$ cat src/rtl/tlbx_pkg.sv
package tlbx_pkg;

  localparam logic [1:0] ACC_LOAD  = 2'd0;
  localparam logic [1:0] ACC_STORE = 2'd1;
  localparam logic [1:0] ACC_FETCH = 2'd2;

  localparam int CODE_W = 5;

  localparam logic [CODE_W-1:0] CODE_IRQ  = 5'd0;
  localparam logic [CODE_W-1:0] CODE_MOD  = 5'd1;
  localparam logic [CODE_W-1:0] CODE_TLBL = 5'd2;
  localparam logic [CODE_W-1:0] CODE_TLBS = 5'd3;
  localparam logic [CODE_W-1:0] CODE_SYS  = 5'd8;

  // Winning request of one cycle
  typedef struct packed {
    logic              take;   // some exception is taken
    logic              miss;   // winner is a TLB miss (refill candidate)
    logic              tlb;    // winner is TLB related (loads bad address)
    logic [CODE_W-1:0] code;
  } exc_sel_t;

endpackage

$ cat src/rtl/tlbx_prio.sv
module tlbx_prio
  import tlbx_pkg::*;
(
  input  logic       tlb_miss,
  input  logic       tlb_mod,
  input  logic [1:0] acc_kind,
  input  logic       irq,
  input  logic       syscall,
  output exc_sel_t   sel
);

  logic fetch_miss, ls_miss, ls_mod;

  assign fetch_miss = tlb_miss && (acc_kind == ACC_FETCH);
  assign ls_miss    = tlb_miss && (acc_kind != ACC_FETCH);
  assign ls_mod     = tlb_mod && !tlb_miss;

  always_comb begin
    sel = '0;
    if (fetch_miss) begin
      sel = '{take: 1'b1, miss: 1'b1, tlb: 1'b1, code: CODE_TLBL};
    end else if (irq) begin
      sel = '{take: 1'b1, miss: 1'b0, tlb: 1'b0, code: CODE_IRQ};
    end else if (ls_miss) begin
      sel = '{take: 1'b1, miss: 1'b1, tlb: 1'b1,
              code: (acc_kind == ACC_STORE) ? CODE_TLBS : CODE_TLBL};
    end else if (ls_mod) begin
      sel = '{take: 1'b1, miss: 1'b0, tlb: 1'b1, code: CODE_MOD};
    end else if (syscall) begin
      sel = '{take: 1'b1, miss: 1'b0, tlb: 1'b0, code: CODE_SYS};
    end
  end

endmodule

$ cat src/rtl/tlbx_state.sv
module tlbx_state
  import tlbx_pkg::*;
#(
  parameter int XLEN       = 32,
  parameter int INSN_BYTES = 4
) (
  input  logic              clk,
  input  logic              rst,
  input  exc_sel_t          sel,
  input  logic              eret,
  input  logic [XLEN-1:0]   pc,
  input  logic              in_delay,
  input  logic [XLEN-1:0]   fault_va,
  output logic              exl,
  output logic [XLEN-1:0]   epc,
  output logic              bd,
  output logic [CODE_W-1:0] code,
  output logic [XLEN-1:0]   badva
);

  localparam logic [XLEN-1:0] STEP = XLEN'(INSN_BYTES);

  always_ff @(posedge clk) begin
    if (rst) begin
      exl   <= 1'b0;
      epc   <= '0;
      bd    <= 1'b0;
      code  <= '0;
      badva <= '0;
    end else if (sel.take) begin
      if (!exl) begin
        exl <= 1'b1;
        bd  <= in_delay;
        epc <= in_delay ? (pc - STEP) : pc;
      end
      code <= sel.code;
      if (sel.tlb) badva <= fault_va;
    end else if (eret) begin
      exl <= 1'b0;
    end
  end

  AST_EXL_SET: assert property (@(posedge clk) disable iff (rst)
    sel.take |=> exl);
  AST_NEST_KEEP: assert property (@(posedge clk) disable iff (rst)
    (sel.take && exl) |=> ($stable(epc) && $stable(bd)));
  AST_BADVA_KEEP: assert property (@(posedge clk) disable iff (rst)
    !(sel.take && sel.tlb) |=> $stable(badva));
  AST_ERET_CLR: assert property (@(posedge clk) disable iff (rst)
    (eret && !sel.take) |=> !exl);

endmodule

$ cat src/rtl/tlbx_redirect.sv
module tlbx_redirect
  import tlbx_pkg::*;
#(
  parameter int              XLEN       = 32,
  parameter logic [XLEN-1:0] REFILL_VEC = 32'h8000_0000,
  parameter logic [XLEN-1:0] GEN_VEC    = 32'h8000_0180
) (
  input  logic            clk,
  input  logic            rst,
  input  exc_sel_t        sel,
  input  logic            eret,
  input  logic            exl,
  input  logic [XLEN-1:0] epc,
  output logic            redir_valid,
  output logic [XLEN-1:0] redir_pc
);

  always_ff @(posedge clk) begin
    if (rst) begin
      redir_valid <= 1'b0;
      redir_pc    <= '0;
    end else begin
      redir_valid <= sel.take || eret;
      if (sel.take) redir_pc <= (sel.miss && !exl) ? REFILL_VEC : GEN_VEC;
      else if (eret) redir_pc <= epc;
    end
  end

  AST_NESTED_GEN: assert property (@(posedge clk) disable iff (rst)
    (sel.take && sel.miss && exl) |=> (redir_valid && redir_pc == GEN_VEC));
  AST_FIRST_REFILL: assert property (@(posedge clk) disable iff (rst)
    (sel.take && sel.miss && !exl) |=> (redir_valid && redir_pc == REFILL_VEC));
  AST_ERET_PC: assert property (@(posedge clk) disable iff (rst)
    (eret && !sel.take) |=> (redir_valid && redir_pc == $past(epc)));
  AST_PULSE_SRC: assert property (@(posedge clk) disable iff (rst)
    !(sel.take || eret) |=> !redir_valid);

endmodule

$ cat src/rtl/tlbx_ctrl.sv
module tlbx_ctrl
  import tlbx_pkg::*;
#(
  parameter int              XLEN       = 32,
  parameter int              INSN_BYTES = 4,
  parameter logic [XLEN-1:0] REFILL_VEC = 32'h8000_0000,
  parameter logic [XLEN-1:0] GEN_VEC    = 32'h8000_0180
) (
  input  logic            clk,
  input  logic            rst,
  input  logic            tlb_miss_i,
  input  logic            tlb_mod_i,
  input  logic [1:0]      acc_kind_i,
  input  logic [XLEN-1:0] fault_va_i,
  input  logic [XLEN-1:0] pc_i,
  input  logic            in_delay_i,
  input  logic            irq_i,
  input  logic            syscall_i,
  input  logic            eret_i,
  output logic            redirect_valid_o,
  output logic [XLEN-1:0] redirect_pc_o,
  output logic            exl_o,
  output logic [XLEN-1:0] epc_o,
  output logic [31:0]     cause_o,
  output logic [XLEN-1:0] badva_o
);

  exc_sel_t          sel;
  logic              bd;
  logic [CODE_W-1:0] code;

  tlbx_prio u_prio (
    .tlb_miss (tlb_miss_i),
    .tlb_mod  (tlb_mod_i),
    .acc_kind (acc_kind_i),
    .irq      (irq_i),
    .syscall  (syscall_i),
    .sel      (sel)
  );

  tlbx_state #(.XLEN(XLEN), .INSN_BYTES(INSN_BYTES)) u_state (
    .clk      (clk),
    .rst      (rst),
    .sel      (sel),
    .eret     (eret_i),
    .pc       (pc_i),
    .in_delay (in_delay_i),
    .fault_va (fault_va_i),
    .exl      (exl_o),
    .epc      (epc_o),
    .bd       (bd),
    .code     (code),
    .badva    (badva_o)
  );

  tlbx_redirect #(.XLEN(XLEN), .REFILL_VEC(REFILL_VEC), .GEN_VEC(GEN_VEC)) u_redir (
    .clk         (clk),
    .rst         (rst),
    .sel         (sel),
    .eret        (eret_i),
    .exl         (exl_o),
    .epc         (epc_o),
    .redir_valid (redirect_valid_o),
    .redir_pc    (redirect_pc_o)
  );

  assign cause_o = {bd, 24'd0, code, 2'b00};

  AST_RST_QUIET: assert property (@(posedge clk)
    $past(rst) |-> (!redirect_valid_o && !exl_o && cause_o == 32'd0));

endmodule

$ cat config.mk
export PLATFORM = sky130hd
export DESIGN_NAME = tlbx_ctrl
export DESIGN_NICKNAME = d
export VERILOG_FILES = /design/src/rtl/tlbx_pkg.sv /design/src/rtl/tlbx_prio.sv /design/src/rtl/tlbx_state.sv /design/src/rtl/tlbx_redirect.sv /design/src/rtl/tlbx_ctrl.sv
export SDC_FILE = /design/constraint.sdc
export NUM_CORES = 1
export LEC_CHECK = 0
export ABC_AREA = 1
export CAP_MARGIN = 5
export CORE_MARGIN = 1.5
export CORE_UTILIZATION = 38
export DETAILED_ROUTE_END_ITERATION = 10
export HOLD_SLACK_MARGIN = 0.03
export PLACE_DENSITY = 0.84
export SYNTH_ARGS = -nofsm -noshare
export SYNTH_HDL_FRONTEND = slang
export SYNTH_SLANG_ARGS = --single-unit
$ cat constraint.sdc
create_clock -name clk -period 1.35 [get_ports clk]
set_input_delay 0.27 -clock clk [delete_from_list [all_inputs] [get_ports clk]]
set_output_delay 0.27 -clock clk [all_outputs]
set_load 0.005 [all_outputs]
==> results of run 1 <==
==> cell usage in the layout, fill, tap and decap left out, drive strengths merged <==
master         count
bufbuf             1
nand3b             1
inv               59
clkdlybuf4s50     40
ha                 1
o21bai             2
o211ai             1
a21boi             2
dlygate4sd2      111
clkinv             2
nor3               7
xnor2              4
nand4              8
nor2              72
dlymetal6s2s      10
buf              112
xor2               7
nand3             51
o21ai             37
a21oi             85
dfxtp            102
clkdlybuf4s15      3
a211oi            14
clkbuf            20
nand2            138
bufinv             2
conb              28
==> flip-flops by register name (all words and copies together) (netlist names) <==
| name | cells |
|---|---|
| u_state.exl | 1 |
| u_state.badva | 32 |
| u_state.epc | 32 |
| u_redir.redir_pc | 32 |
| u_redir.redir_valid | 1 |
| u_state.bd | 1 |
| u_state.code | 3 |
==> kinds of logic after synthesis <==
kind of cell,Yosys count
compound gates,141
xor+xnor,11
fa+ha+maj,1
buf+inv,118
flops,102
other cells,1
simple gates,277
==> worst paths after layout <==
| kind | start | end |
|---|---|---|
| worst min register to register | u_state.code[1] | u_state.code[1] |
| worst max register to register | u_state.exl | u_state.epc[1] |
| worst max-delay path | pc_i[12] | u_state.epc[25] |
| worst min-delay path | rst | u_state.code[0] |
==> timing repair <==
action,in CTS,in global routing
gates cloned,2,0
resized for setup,182,77
hold buffers,0,0
endpoints found under the setup margin,195,20
buffers inserted,11,6
pin swaps,12,34
==> power by group through the flow <==
stage | registers [uW] | clock network, uW | logic (uW)
after floorplan | 3340 | 0 | 558
after global placement | 3340 | 0 | 1380
after detailed placement | 3340 | 0 | 1400
after CTS | 3270 | 2790 | 1370
after global routing | 3290 | 2930 | 1540
final | 3280 | 2750 | 1420
==> cell usage after synthesis <==
library cell | instances | area, sq um
inv_1 | 54 | 203
nor3_1 | 5 | 25.0
nor2_2 | 3 | 18.8
ha_1 | 1 | 12.5
inv_4 | 1 | 6.26
nand2_1 | 133 | 499
xor2_1 | 7 | 61.3
nor2_1 | 65 | 244
a21oi_1 | 85 | 425
o21ai_1 | 15 | 75.1
buf_6 | 2 | 22.5
a211oi_2 | 1 | 12.5
inv_2 | 2 | 7.51
nand4_1 | 8 | 50.1
a211oi_1 | 13 | 97.6
nor3_4 | 1 | 16.3
buf_4 | 30 | 225
clkbuf_1 | 20 | 75.1
nand3_1 | 49 | 245
nand2_2 | 2 | 12.5
o21bai_1 | 2 | 15.0
xnor2_1 | 4 | 35.0
o211ai_1 | 1 | 7.51
buf_2 | 9 | 45.0
nand3b_1 | 1 | 7.51
nand2_4 | 3 | 33.8
nor2_4 | 4 | 45.0
nand3_2 | 2 | 20.0
dfxtp_1 | 102 | 2040
conb_1 | 1 | 3.75
a21boi_0 | 2 | 15.0
nor3_2 | 1 | 10.0
o21ai_0 | 22 | 110
==> worst min-delay path: stages <==
cell     delay, ps
buf_2          140
nor2_1          70
inv_1           60
a21oi_1         40
==> metrics by stage <==
step / setup TNS (ps) / utilization, % / cell area, sq um / setup WS [ps] / hold slack (ps)
4_1_cts: 0 / 63.1 / 7610 / 2.29 / 277
5_1_grt: -122 / 64.4 / 7760 / -53.3 / 317
6_report: 0 / 64.4 / 7760 / 46.7 / 286
3_5_place_dp: -43750 / 59.8 / 7210 / -596 / 453
2_1_floorplan: -8.44 / - / 4840 / -4.23 / 414
3_3_place_gp: -39130 / 59.8 / 7210 / -542 / 448
==> layer usage <==
| layer | up-vias | part of all wire, % | global-route usage (%) |
|---|---|---|---|
| met5 | - | 0 | 0 |
| met4 | 0 | 3.5 | 10.2 |
| met3 | 44 | 7.0 | 4.45 |
| met2 | 234 | 49 | 38.7 |
| met1 | 2455 | 41 | 29.2 |
| li1 | 2591 | - | - |
==> cell type report <==
cell class | count | share of cell area [%]
timing repair buffer | 287 | 32.8
inverter | 57 | 2.92
tap | 168 | 2.71
sequential | 102 | 26.8
clock inverter | 5 | 1.06
multi-input combinational | 458 | 30.7
timing repair inverter | 1 | 0.113
clock buffer | 10 | 2.95
==> results_dict.tcl, run 1 <==
set metrics [dict create \
    via_per_inst 4.89 \
    worst_skew_pair.late_latency_ps 340 \
    yosys_warnings 0 \
    critPathKind "in2reg" \
    arrival_ps 1570 \
    clockBufferDepth 2 \
    area_growth_pct 64.3 \
    clockPowerShare_pct 36.9 \
    vias 5324 \
    r2r_setup_slack_ps 160 \
    setup_viol 0 \
    drc 0 \
    drtIter0Drc 345 \
    min_period_ps 1300 \
    p_int_uw 5520 \
    port_buffers 175 \
    ys_ff_latch 102 \
    postRouteAntennaNets 0 \
    hold_path_class "in2reg" \
    cp_slowest_cell "clkdlybuf4s15_1" \
    synth_area_sq_um 4720 \
    slew_violations 0 \
    die_area_sq_um 13100 \
    cpLargestDelayFamily "simple AND/OR/NAND/NOR gates" \
    path_max_fanout 5 \
    first_global_vias 4958 \
    antenna_found_initial 0 \
    synth_area_per_cell_sq_um 7.26 \
    synth_seq_area_share_pct 43.2 \
    synthDistinctLibCells 33 \
    die_w_microns 115 \
    fin_cells 1088 \
    antenna_cells 0 \
    synth_mux_area_share_pct 0 \
    path_cells "clkdlybuf4s15_1, nor2_2, nand2_2, nor2_4, nand2_4, buf_4, o21bai_1, nand2_1, a21oi_2" \
    crit_required_ps 1610 \
    drt_wl_total_mm 16.0 \
    cts_buffers 9 \
    period_share_pct 96.5 \
    core_area_sq_um 12100 \
    cp.depth 9 \
    drive_gt1_share_pct 26.3 \
    run_status "finished, final reports clean" \
    finalHoldViolations 0 \
    die_h_microns 115 \
    wl_per_cell_microns 14.7 \
    clock_sinks 102 \
    io_pins 204 \
    synth-simple-area-share_pct 26.0 \
    grt_pass1_wl_mm 24.2 \
    core.rowCount 40 \
    cellPowerDensity_nw_per_um2 959 \
    root_buffer "clkbuf_16" \
    dr.pass1.iters 5 \
    place_hpwl_mm 11.4 \
    synth-xor-area-share_pct 2.04 \
    ff2ff_path_depth 6 \
    grt_start_max_net_pins 27 \
    power_frac_seq_pct 44.0 \
    regArea_sq_um 2080 \
    clkTransAtPathRegs_ps 70 \
    p_sw_uw 1920 \
    place.gp.congestion 0.908 \
    irDropWorstVdd_uv 633 \
    overflow 0 \
    synthAdderAreaFrac_pct 0.265 \
    synth_top_family_by_area "simple AND/OR/NAND/NOR gates" \
    switching_share_pct 25.9 \
    start_util_pct 39.2 \
    min_path_cells 4 \
    fin_skew_ps 9.57 \
    combPwrFrac_pct 19.1 \
    post-place-cells 1054 \
    htreeDepth 3 \
    start_kind "input port" \
    maxCapViolCount 0 \
    max_freq_mhz 767 \
    synth_compound_area_share_pct 16.0 \
    multi_input_area_sq_um 2390 \
    synth_cells 651 \
    max_stage_delay_ps 260 \
    total_power_uw 7450 \
    nNetsFinal 991 \
    leakage_uw 0.00379 \
    crit_buf_inv 2 \
    grt_usage_pct 23.2 \
    end_kind "flip-flop" \
    nFillCells 1015 \
    cts_tree "built" \
]
No activity file was read; power rests on OpenSTA's default activity.
==> inputs of run 2 (changes only) <==
--- a/config.mk
+++ b/config.mk
@@ -8,10 +8,10 @@
 export ABC_AREA = 1
 export CAP_MARGIN = 5
 export CORE_MARGIN = 1.5
-export CORE_UTILIZATION = 38
+export CORE_UTILIZATION = 43
 export DETAILED_ROUTE_END_ITERATION = 10
 export HOLD_SLACK_MARGIN = 0.03
-export PLACE_DENSITY = 0.84
+export PLACE_DENSITY = 0.89
 export SYNTH_ARGS = -nofsm -noshare
 export SYNTH_HDL_FRONTEND = slang
 export SYNTH_SLANG_ARGS = --single-unit
==> constraint.sdc (replaced) <==
create_clock -name clk -period 1.3 [get_ports clk]
set_input_delay 0.26 -clock clk [delete_from_list [all_inputs] [get_ports clk]]
set_output_delay 0.26 -clock clk [all_outputs]
set_load 0.005 [all_outputs]
==> run 2 against run 1 <==
Effect of this change: the run now ends with setup timing left; setup slack lost 87 ps; die area down 11%; combinational power increased by 9%; clock power is 22% lower; highest routed layer unchanged; critical path depth grew 2; sequential share of layout area is 0.64 points higher; critical endpoint is now u_state.epc[14]; non-clock buffer count stayed put.
==> results_dict.tcl, run 2 (same netlist as run 1, synthesis figures left out) <==
set metrics [dict create \
    cp_slowest_cell "clkdlybuf4s15_1" \
    nNetsFinal 990 \
    total_power_uw 7110 \
    cts_buffers 9 \
    drive_gt1_share_pct 30.3 \
    overflow 0 \
    rsz0062_at_grt "true" \
    max_freq_mhz 746 \
    die_h_microns 108 \
    worst_slack_ps -39.9 \
    min_period_ps 1340 \
    max_stage_delay_ps 230 \
    hold_path_class "in2reg" \
    nFillCells 765 \
    critPathKind "in2reg" \
    vias 5554 \
    cts_tree "built" \
    final_util_pct 72.0 \
    htreeDepth 3 \
    first_global_vias 5218 \
    crit_buf_inv 5 \
    final_common_cell "nand2_1" \
    crit_required_ps 1580 \
    p_sw_uw 2100 \
    drt_wl_total_mm 17.1 \
    leakage_uw 0.00376 \
    stdcell_area_sq_um 7770 \
    clock_sinks 102 \
    core_area_sq_um 10800 \
    path_max_fanout 3 \
    die_w_microns 108 \
    cpLargestDelayFamily "buffers and inverters" \
    io_pins 204 \
    fin_skew_ps 18.2 \
    layout_common_cells "125 x nand2_1, 113 x dlygate4sd2_1, 99 x buf_4" \
    core.rowCount 38 \
    power_frac_seq_pct 48.1 \
    clockBufferDepth 2 \
    reg.largest.list "u_redir.redir_pc: 32 flops, u_state.badva: 32 flops, u_state.epc: 32 flops" \
    drtIter0Drc 438 \
    end_kind "flip-flop" \
    clkTransAtPathRegs_ps 110 \
    violations "setup timing" \
    place_hpwl_mm 11.1 \
    clockPowerShare_pct 30.2 \
    root_buffer "clkbuf_8" \
    regArea_sq_um 2130 \
    grt_usage_pct 27.4 \
    dr.pass1.iters 5 \
    grt_start_max_net_pins 33 \
    finalHoldViolations 0 \
    arrival_ps 1620 \
    p_int_uw 5010 \
    start_kind "input port" \
    run_status "finished with violations" \
    multi_input_area_sq_um 2440 \
    drc 0 \
    grt_pass1_wl_mm 25.1 \
    area_growth_pct 64.4 \
    die_area_sq_um 11600 \
    antenna_found_initial 0 \
    slew_violations 0 \
    placed_cell_area_sq_um 7170 \
    fin_cells 1060 \
    setup_viol 2 \
    postRouteAntennaNets 0 \
    combPwrFrac_pct 21.7 \
    port_buffers 175 \
    irDropWorstVdd_uv 577 \
    period_share_pct 103 \
    cellPowerDensity_nw_per_um2 915 \
    post-place-cells 1023 \
    start_util_pct 43.8 \
    switching_share_pct 29.5 \
    wl_per_cell_microns 16.1 \
    worst_skew_pair.late_latency_ps 370 \
    antenna_cells 0 \
    via_per_inst 5.24 \
    hold_slack_ps 143 \
    path_cells "clkdlybuf4s15_1, buf_4, nor2_2, nand2_2, inv_2, buf_4, nand2_1, a21oi_4, o21ai_2, nand2_1, inv_1" \
    place.gp.congestion 0.911 \
    maxCapViolCount 0 \
]
-- run 2: cell types whose count changed in the layout (fill, tap and decap cells not counted), moves of 4 or more --
cell / previous run / this run
clkdlybuf4s15_1: 3 / 7
clkbuf_8: 0 / 9
clkbuf_16: 9 / 1
dfxtp_2: 28 / 69
nor2_4: 9 / 15
dfxtp_1: 74 / 33
clkbuf_2: 10 / 2
nand2_2: 13 / 9
nor2_2: 26 / 20
-- run 2: timing repair --
action | 4_1_cts | 5_1_grt
hold buffers | 0 | 0
gates resized for setup | 230 | 63
hold endpoints to repair | 0 | 0
endpoints found under the setup margin | 199 | 96
setup buffers | 16 | 4
pin swaps | 13 | 20
gates cloned | 1 | 1
-- run 2: worst paths after layout --
path / startpoint / endpoint / slack [ps] / cells past startpoint
worst max-delay path: pc_i[12] / u_state.epc[14] / -40 / 11
worst min-delay path: rst / u_redir.redir_pc[31] / 140 / 2
worst max register to register: u_state.exl / u_state.epc[14] / 120 / 7
worst min register to register: u_redir.redir_pc[0] / u_redir.redir_pc[0] / 460 / 2
-- run 2: power groups by stage --
stage / combinational (uW) / clock [uW] / sequential (uW)
2_1_floorplan: 580 / 0 / 3470
3_3_place_gp: 1430 / 0 / 3470
3_5_place_dp: 1460 / 0 / 3470
4_1_cts: 1440 / 2150 / 3410
5_1_grt: 1670 / 2270 / 3430
6_report: 1550 / 2150 / 3420
-- run 2: layout make-up --
cell class | count | area share (%)
Tap cell | 140 | 2.26
Clock inverter | 7 | 1.16
Multi-Input combinational cell | 458 | 31.4
Timing Repair Buffer | 287 | 33.4
Inverter | 57 | 2.85
Clock buffer | 9 | 1.59
Sequential cell | 102 | 27.4
-- run 2: per-stage QoR --
| stage | setup TNS, ps | setup WS (ps) |
|---|---|---|
| 2_1_floorplan | -37.7 | -37.7 |
| 3_3_place_gp | -42990 | -612 |
| 3_5_place_dp | -45340 | -652 |
| 4_1_cts | -42.6 | -12.4 |
| 5_1_grt | -536 | -120 |
| 6_report | -73.1 | -39.9 |
-- run 2: per-layer routing --
metal  GRT usage (%)  routed length (microns)
met1            32.7                     6610
met2            47.2                     8370
met3            5.39                     1350
met4            12.6                      787
met5               0                        0
-- run 2: worst register-to-register path, cell delays in order, from the launching register on --
cell and delay, ps:
dfxtp_2 350, inv_1 100, nand2_4 90, buf_12 170, a21oi_4 150, o21ai_2 110, nand2_1 80, inv_1 30
